===== src/rtl/pac_pkg.sv =====
package pac_pkg;
  // Load requests raised by the control toward the datapath,
  // valid in the cycle that follows a command edge.
  typedef struct packed {
    logic capFreq;   // capture carrier word
    logic capFm;     // capture modulation word and subtract flag
    logic capPh;     // capture phase offsets
  } loadStrb_t;
endpackage


===== src/rtl/pac_delay.sv =====
module pac_delay #(
  parameter int WIDTH = 32,
  parameter int DEPTH = 4
) (
  input  logic             clk,
  input  logic             rstN,
  input  logic             inValid,
  input  logic [WIDTH-1:0] inData,
  output logic             outValid,
  output logic [WIDTH-1:0] outData
);
  logic             stValid [DEPTH];
  logic [WIDTH-1:0] stData  [DEPTH];

  genvar k;
  generate
    for (k = 0; k < DEPTH; k++) begin : g_stage
      if (k == 0) begin : g_head
        always_ff @(posedge clk or negedge rstN) begin
          if (!rstN) begin
            stValid[k] <= 1'b0;
            stData[k]  <= '0;
          end else begin
            stValid[k] <= inValid;
            stData[k]  <= inData;
          end
        end
      end else begin : g_body
        always_ff @(posedge clk or negedge rstN) begin
          if (!rstN) begin
            stValid[k] <= 1'b0;
            stData[k]  <= '0;
          end else begin
            stValid[k] <= stValid[k-1];
            stData[k]  <= stData[k-1];
          end
        end
      end
    end
  endgenerate

  assign outValid = stValid[DEPTH-1];
  assign outData  = stData[DEPTH-1];
endmodule


===== src/rtl/pac_ctrl.sv =====
module pac_ctrl (
  input  logic               clk,
  input  logic               rstN,
  input  logic               frLoadN,
  input  logic               fmLoadN,
  input  logic               phLoadN,
  input  logic               simLoad,
  output pac_pkg::loadStrb_t strb
);
  localparam int NSTRB = 3;

  logic [NSTRB-1:0] rawStrb;
  logic [NSTRB-1:0] fallSeen;

  assign rawStrb = {phLoadN, fmLoadN, frLoadN};

  genvar i;
  generate
    for (i = 0; i < NSTRB; i++) begin : g_edge
      logic sampQ;
      logic sampQQ;
      always_ff @(posedge clk or negedge rstN) begin
        if (!rstN) begin
          sampQ  <= 1'b0;
          sampQQ <= 1'b0;
        end else begin
          sampQ  <= rawStrb[i];
          sampQQ <= sampQ;
        end
      end
      assign fallSeen[i] = sampQQ & ~sampQ;
    end
  endgenerate

  always_comb begin
    strb.capFreq = fallSeen[0] | (fallSeen[1] & simLoad);
    strb.capFm   = fallSeen[1];
    strb.capPh   = fallSeen[2];
  end
endmodule


===== src/rtl/pac_datapath.sv =====
module pac_datapath #(
  parameter int ACC_W    = 32,
  parameter int PH_W     = 12,
  parameter int FREQ_LAT = 19,
  parameter int PH_LAT   = 12
) (
  input  logic               clk,
  input  logic               rstN,
  input  pac_pkg::loadStrb_t strb,
  input  logic [ACC_W-1:0]   carrierWord,
  input  logic [ACC_W-1:0]   fmWord,
  input  logic               fmSub,
  input  logic               phSelBuf,
  input  logic [PH_W-1:0]    phDirect,
  input  logic [PH_W-1:0]    phSine,
  input  logic [PH_W-1:0]    phCos,
  input  logic               carryIn,
  output logic [PH_W:0]      sinAddr,
  output logic [PH_W:0]      cosAddr,
  output logic               syncN
);
  localparam int ADDR_W      = PH_W + 1;
  localparam int FREQ_STAGES = FREQ_LAT - 4;
  localparam int PH_STAGES   = PH_LAT - 3;
  localparam int PHP_W       = 2 * PH_W;

  logic [ACC_W-1:0] carrierHold;
  logic [ACC_W-1:0] fmHold;
  logic             fmSubHold;
  logic [PH_W-1:0]  sinHold;
  logic [PH_W-1:0]  cosHold;
  logic             freqPend;
  logic             phPend;

  logic [ACC_W-1:0] incNew;
  logic             freqOutValid;
  logic [ACC_W-1:0] freqOutData;
  logic             phOutValid;
  logic [PHP_W-1:0] phOutData;

  logic [ACC_W-1:0] incEff;
  logic [ACC_W-1:0] acc;
  logic [PH_W-1:0]  sinOffEff;
  logic [PH_W-1:0]  cosOffEff;
  logic             freqFire1;
  logic             freqFire2;
  logic             phFire1;

  // capture stage: one edge after the command edge
  always_ff @(posedge clk or negedge rstN) begin
    if (!rstN) begin
      carrierHold <= '0;
      fmHold      <= '0;
      fmSubHold   <= 1'b0;
      sinHold     <= '0;
      cosHold     <= '0;
      freqPend    <= 1'b0;
      phPend      <= 1'b0;
    end else begin
      freqPend <= strb.capFreq | strb.capFm;
      phPend   <= strb.capPh;
      if (strb.capFreq) carrierHold <= carrierWord;
      if (strb.capFm) begin
        fmHold    <= fmWord;
        fmSubHold <= fmSub;
      end
      if (strb.capPh) begin
        if (phSelBuf) begin
          sinHold <= phSine;
          cosHold <= phCos;
        end else begin
          sinHold <= phDirect;
          cosHold <= phDirect;
        end
      end
    end
  end

  always_comb begin
    if (fmSubHold) incNew = carrierHold - fmHold;
    else           incNew = carrierHold + fmHold;
  end

  pac_delay #(.WIDTH(ACC_W), .DEPTH(FREQ_STAGES)) u_freqDly (
    .clk      (clk),
    .rstN     (rstN),
    .inValid  (freqPend),
    .inData   (incNew),
    .outValid (freqOutValid),
    .outData  (freqOutData)
  );

  pac_delay #(.WIDTH(PHP_W), .DEPTH(PH_STAGES)) u_phDly (
    .clk      (clk),
    .rstN     (rstN),
    .inValid  (phPend),
    .inData   ({sinHold, cosHold}),
    .outValid (phOutValid),
    .outData  (phOutData)
  );

  // effective values, accumulator and outputs
  always_ff @(posedge clk or negedge rstN) begin
    if (!rstN) begin
      incEff    <= '0;
      acc       <= '0;
      sinOffEff <= '0;
      cosOffEff <= '0;
      sinAddr   <= '0;
      cosAddr   <= '0;
      freqFire1 <= 1'b0;
      freqFire2 <= 1'b0;
      phFire1   <= 1'b0;
      syncN     <= 1'b1;
    end else begin
      if (freqOutValid) incEff <= freqOutData;
      if (phOutValid) begin
        sinOffEff <= phOutData[PHP_W-1:PH_W];
        cosOffEff <= phOutData[PH_W-1:0];
      end
      acc       <= acc + incEff + ACC_W'(carryIn);
      sinAddr   <= acc[ACC_W-1 -: ADDR_W] + {sinOffEff, 1'b0};
      cosAddr   <= acc[ACC_W-1 -: ADDR_W] + {cosOffEff, 1'b0};
      freqFire1 <= freqOutValid;
      freqFire2 <= freqFire1;
      phFire1   <= phOutValid;
      syncN     <= ~(freqFire2 | phFire1);
    end
  end
endmodule


===== src/rtl/pac_core.sv =====
module pac_core #(
  parameter int ACC_W    = 32,
  parameter int PH_W     = 12,
  parameter int FREQ_LAT = 19,
  parameter int PH_LAT   = 12
) (
  input  logic            clk,
  input  logic            rstN,
  input  logic [ACC_W-1:0] carrierWord,
  input  logic [ACC_W-1:0] fmWord,
  input  logic            fmSub,
  input  logic            simLoad,
  input  logic            frLoadN,
  input  logic            fmLoadN,
  input  logic            phLoadN,
  input  logic            phSelBuf,
  input  logic [PH_W-1:0] phDirect,
  input  logic [PH_W-1:0] phSine,
  input  logic [PH_W-1:0] phCos,
  input  logic            carryIn,
  output logic [PH_W:0]   sinAddr,
  output logic [PH_W:0]   cosAddr,
  output logic            syncN
);
  pac_pkg::loadStrb_t strb;

  pac_ctrl u_ctrl (
    .clk     (clk),
    .rstN    (rstN),
    .frLoadN (frLoadN),
    .fmLoadN (fmLoadN),
    .phLoadN (phLoadN),
    .simLoad (simLoad),
    .strb    (strb)
  );

  pac_datapath #(
    .ACC_W(ACC_W), .PH_W(PH_W), .FREQ_LAT(FREQ_LAT), .PH_LAT(PH_LAT)
  ) u_dp (
    .clk         (clk),
    .rstN        (rstN),
    .strb        (strb),
    .carrierWord (carrierWord),
    .fmWord      (fmWord),
    .fmSub       (fmSub),
    .phSelBuf    (phSelBuf),
    .phDirect    (phDirect),
    .phSine      (phSine),
    .phCos       (phCos),
    .carryIn     (carryIn),
    .sinAddr     (sinAddr),
    .cosAddr     (cosAddr),
    .syncN       (syncN)
  );
endmodule


===== config.mk =====
export PLATFORM = sky130hd
export DESIGN_NAME = pac_core
export DESIGN_NICKNAME = d
export VERILOG_FILES = /design/src/rtl/pac_pkg.sv /design/src/rtl/pac_delay.sv /design/src/rtl/pac_ctrl.sv /design/src/rtl/pac_datapath.sv /design/src/rtl/pac_core.sv
export SDC_FILE = /design/constraint.sdc
export NUM_CORES = 1
export LEC_CHECK = 0
export BUFFER_PORTS_ARGS = -buffer_cell sky130_fd_sc_hd__buf_2
export CAP_MARGIN = 30
export CELL_PAD_IN_SITES_DETAIL_PLACEMENT = 1
export CELL_PAD_IN_SITES_GLOBAL_PLACEMENT = 1
export CORE_AREA = 5 5 282 284
export DETAILED_ROUTE_END_ITERATION = 8
export DIE_AREA = 0 0 287 289
export PLACE_DENSITY = 0.74
export SYNTH_ARGS = -nofsm -noshare
export SYNTH_HDL_FRONTEND = slang
export SYNTH_SLANG_ARGS = --single-unit

===== constraint.sdc =====
create_clock -name clk -period 5 [get_ports clk]
set_input_delay 1 -clock clk [delete_from_list [all_inputs] [get_ports clk]]
set_output_delay 1 -clock clk [all_outputs]
set_load 0.01 [all_outputs]

==> key figures <==
Detailed routing
  – Initial detailed-routing violation count: 760
  – Via count: 15.1k
  – DR pass1 iterations: 4
  – DRC errors left: 0
  – Final WL: a little under 60,000 microns
  – Wire per inst: 18.4 microns
  – Antenna Violating Nets Remaining: 0
  – Number of vias per cell: 4.68

Floorplan
  – Num rows: 102
  – Area of the core: 76,800 sq um
  – Initial core utilization: 39.4%
  – IO Pins: 136
  – Die footprint: 82,900 sq um
  – Die Span Y: 289 microns
  – Die W: ~290 microns

Run
  – # Max-Cap Violations: 0

Synthesis
  – Syn. warnings: 0
  – Syn_nets: 2,104
  – Cell variety after synth: 64
  – Syn_area_per_cell: 15.9 sq um
  – Leading area contributor after synthesis: dfrtp_1
  – Number of enable flip-flop cells after synthesis: 0
  – Register area share after synthesis: 77.2%
  – Cells after Synth: 1,906
  – Synthesized flop and latch total: 934
  – Ys flop type: dfrtp_1
  – Cell Area, Synth: 30,300 sq um
  – Area share of the largest cell type after synthesis: just under 80%
  – Largest cells by area after synthesis: dfrtp_1 77%, mux2_2 4.1%, ha_1 3.5%, xnor2_1 2.1%, a21oi_1 1.6%
  – Asr flop ratio synth: 100%

Timing
  – Final Hold Viols: 0
  – F_max: 0.227 GHz
  – Max_slew headroom: a little under two fifths
  – Final cycle utilization of the critical path: 88.0%
  – Setup violations, final: 0
  – Slew Limit Fails: 0
  – TNS Setup: 0 ns
  – Skew final: 0.0341 ns
  – Min cycle time layout: 4.40 ns
  – RSZ-0062 raised after global routing: false
  – Slew @ Worst Pin: 0.930 ns

Finish
  – Commonest non-fill, non-tap cell in the layout: dfrtp_1
  – Layout cell share with drive strength beyond 1: around a fifth
  – Area of the multi-input gates: 6560 sq um
  – FF/Latch Area: 23,400 sq um
  – Synthesis-to-layout area growth: 17.3%
  – Final #Nets: 2,312
  – Final core occ: between 40% and 50%
  – # fillers: approximately 7.6k
  – Most frequent cells in the layout: 933 x dfrtp_1, 134 x buf_2, 111 x mux2_2

Place
  – Port Buffers: 135
  – GP Congestion: about 0.83
  – Hpwl dp: 38,700 microns

Power
  – Logic pwr share: between 20% and 30%
  – Clock Power Share: 29.2%
  – Flop pwr share: 49.2%
  – Static Leakage: 16.4 nW
  – Worst VDD drop: 0.325 mV
  – Switching share of power: 30.0%
  – Internal: 16.5 mW
  – PD cells: around 660 nW/um^2
  – NetSw: around 7.1 mW

Setup path
  – Largest delay share family, worst path: simple AND/OR/NAND/NOR gates
  – WP buf/inv: 0
  – Worst path max stage delay: 0.59 ns
  – CP Max Fanout: 7
  – Crit Path Class: reg2reg
  – Arrival time at the worst endpoint: 4.95 ns
  – Startpoint Class: flip-flop
  – Most used cell, CP: nand2_1
  – Crit end category: flip-flop
  – Data required time of the critical path: 5.55 ns
  – Cell chain of the critical path: or4_4 -> or3_1 -> nor3_1 -> nand2_1 -> nand2_1 -> o21ai_0 -> xnor2_1 -> ha_1 -> nand4_1 -> nor2_1 -> and3_1 -> o2111ai_1 -> a211o_1 -> a21o_1 -> a31o_1 -> a311oi_2
  – Crit-path slowest cell: or4_4

Global route
  – Initial antenna violation count: 1
  – Largest net degree at the start of global routing: ~150
  – GR Util All Layers: 14.8%
  – First-pass GRT wire length: roughly 97,000 microns
  – Vias in the first global route: 17.6k
  – Gr ovfl total: 0

Clock tree
  – CTS Buf Count: 91
  – CTS HTree Levels: 3
  – CTS sink count: 934
  – # hold bufs at CTS: 0
  – Worst-Skew Late Latency: between 0.6 and 0.7 ns
  – Setup Buffers After CTS: 0
  – CTS clk-pin slew, worst paths: 0.06 ns
  – Clock Tree Root: clkbuf_16
  – Cts repair resizes: 0
  – Maximum buffer depth of the clock tree: 3
  – CTS tree: yes

Hold path
  – Worst min path class: reg2reg

Outcome
  – Status: complete, no violations
==> power by group through the flow <==
stage	logic (mW)	registers (mW)	clock network, mW
3_3_place_gp	4.78	11.4	0
2_1_floorplan	3.68	11.1	0
3_5_place_dp	5.03	11.7	0
5_1_grt	5.66	11.9	7.45
4_1_cts	5.11	11.7	7.09
6_report	5.07	11.6	6.86
==> layer usage <==
layer	vias to the layer above	GRT usage (%)	wire, microns	share of wire (%)
met5	-	0	0	0
met4	0	4.81	1770	3.0
met3	118	2.84	1960	3.3
met2	239	27.1	32400	54
met1	7894	17.5	23400	39
li1	6878	-	-	-
==> sequential cells by signal, summed over array words and instances (netlist names), 13 cells and up <==
register                count
u_dp.acc                   32
u_dp.carrierHold           32
u_dp.fmHold                32
u_dp.incEff                32
u_dp.sinAddr               13
u_dp.u_freqDly.outData     32
u_dp.u_freqDly.stData     448
u_dp.u_freqDly.stValid     14
u_dp.u_phDly.outData       24
u_dp.u_phDly.stData       192
==> logic make-up (layout without fill, tap and decap cells) <==
family                   count (synthesis)  in the layout  synth area share (%)
flip-flops                             934            934                  77.2
AO/OA/AOI/OAI                          315            315                  6.59
AND/OR/NAND/NOR                        262            262                  4.16
multiplexers                           114            114                  4.23
XOR/XNOR                                96             96                  2.84
buffers and inverters                   96            380                  1.20
adder cells (fa/ha/maj)                 89             89                  3.80
other                                    0              1                     0
==> path summary, 6_finish.rpt <==
kind / slack, ns / start / endpoint / depth (start not counted)
hold reg to reg: 0.32 / u_dp.u_freqDly.stData[296] / u_dp.u_freqDly.stData[264] / 0
min in group asynchronous: 0.47 / rstN / u_dp.carrierHold[3] / 1
max in group asynchronous: 3.30 / rstN / u_dp.u_freqDly.stData[342] / 2
setup / recovery: 0.60 / u_dp.fmHold[5] / u_dp.u_freqDly.stData[479] / 16
setup reg to reg: 0.60 / u_dp.fmHold[5] / u_dp.u_freqDly.stData[479] / 16
hold / removal: 0.32 / u_dp.u_freqDly.stData[296] / u_dp.u_freqDly.stData[264] / 0
==> worst reg2reg max path, delay by kind of cell (launching register included) <==
family / cells / cell delay [ns]
adder cells (fa/ha/maj): 1 / 0.44
AND/OR/NAND/NOR: 8 / 2.11
AO/OA/AOI/OAI: 6 / 1.19
flip-flops: 1 / 0.41
XOR/XNOR: 1 / 0.16
==> metrics by stage <==
| step | worst slack [ns] | std cells | hold slack, ns | instance area [sq um] | total power, mW |
|---|---|---|---|---|---|
| 2_1_floorplan | 0.972 | 1906 | 0.331 | 30300 | 14.7 |
| 3_3_place_gp | 0.629 | 3059 | 0.331 | 32400 | 16.2 |
| 3_5_place_dp | 0.608 | 3060 | 0.336 | 32400 | 16.7 |
| 4_1_cts | 0.590 | 3229 | 0.314 | 35500 | 23.9 |
| 5_1_grt | 0.393 | 3231 | 0.331 | 35500 | 25.0 |
| 6_report | 0.602 | 3231 | 0.315 | 35500 | 23.5 |
==> cell type report <==
class,instances,area share (%)
clock inverters,36,1.34
multi-input cells,876,18.5
well taps,1040,3.66
repair buffers,152,2.66
flip-flops and latches,934,65.8
clock buffers,133,7.42
inverters,59,0.624
diodes,1,0.00705
==> synthesized netlist by cell type (9+ instances only) <==
cell type / count
mux2_2: 111
nor2_1: 63
a31oi_1: 18
and3_1: 14
o21a_1: 13
a21oi_1: 95
inv_1: 59
xnor2_1: 73
a21o_1: 51
xor2_1: 22
o21ai_1: 9
nand3_1: 13
ha_1: 84
nor2b_1: 25
nor3_1: 17
dfrtp_1: 933
o21ai_0: 65
o21bai_1: 13
nand2_1: 90
clkbuf_1: 33
(Power assumes the default switching activity.)
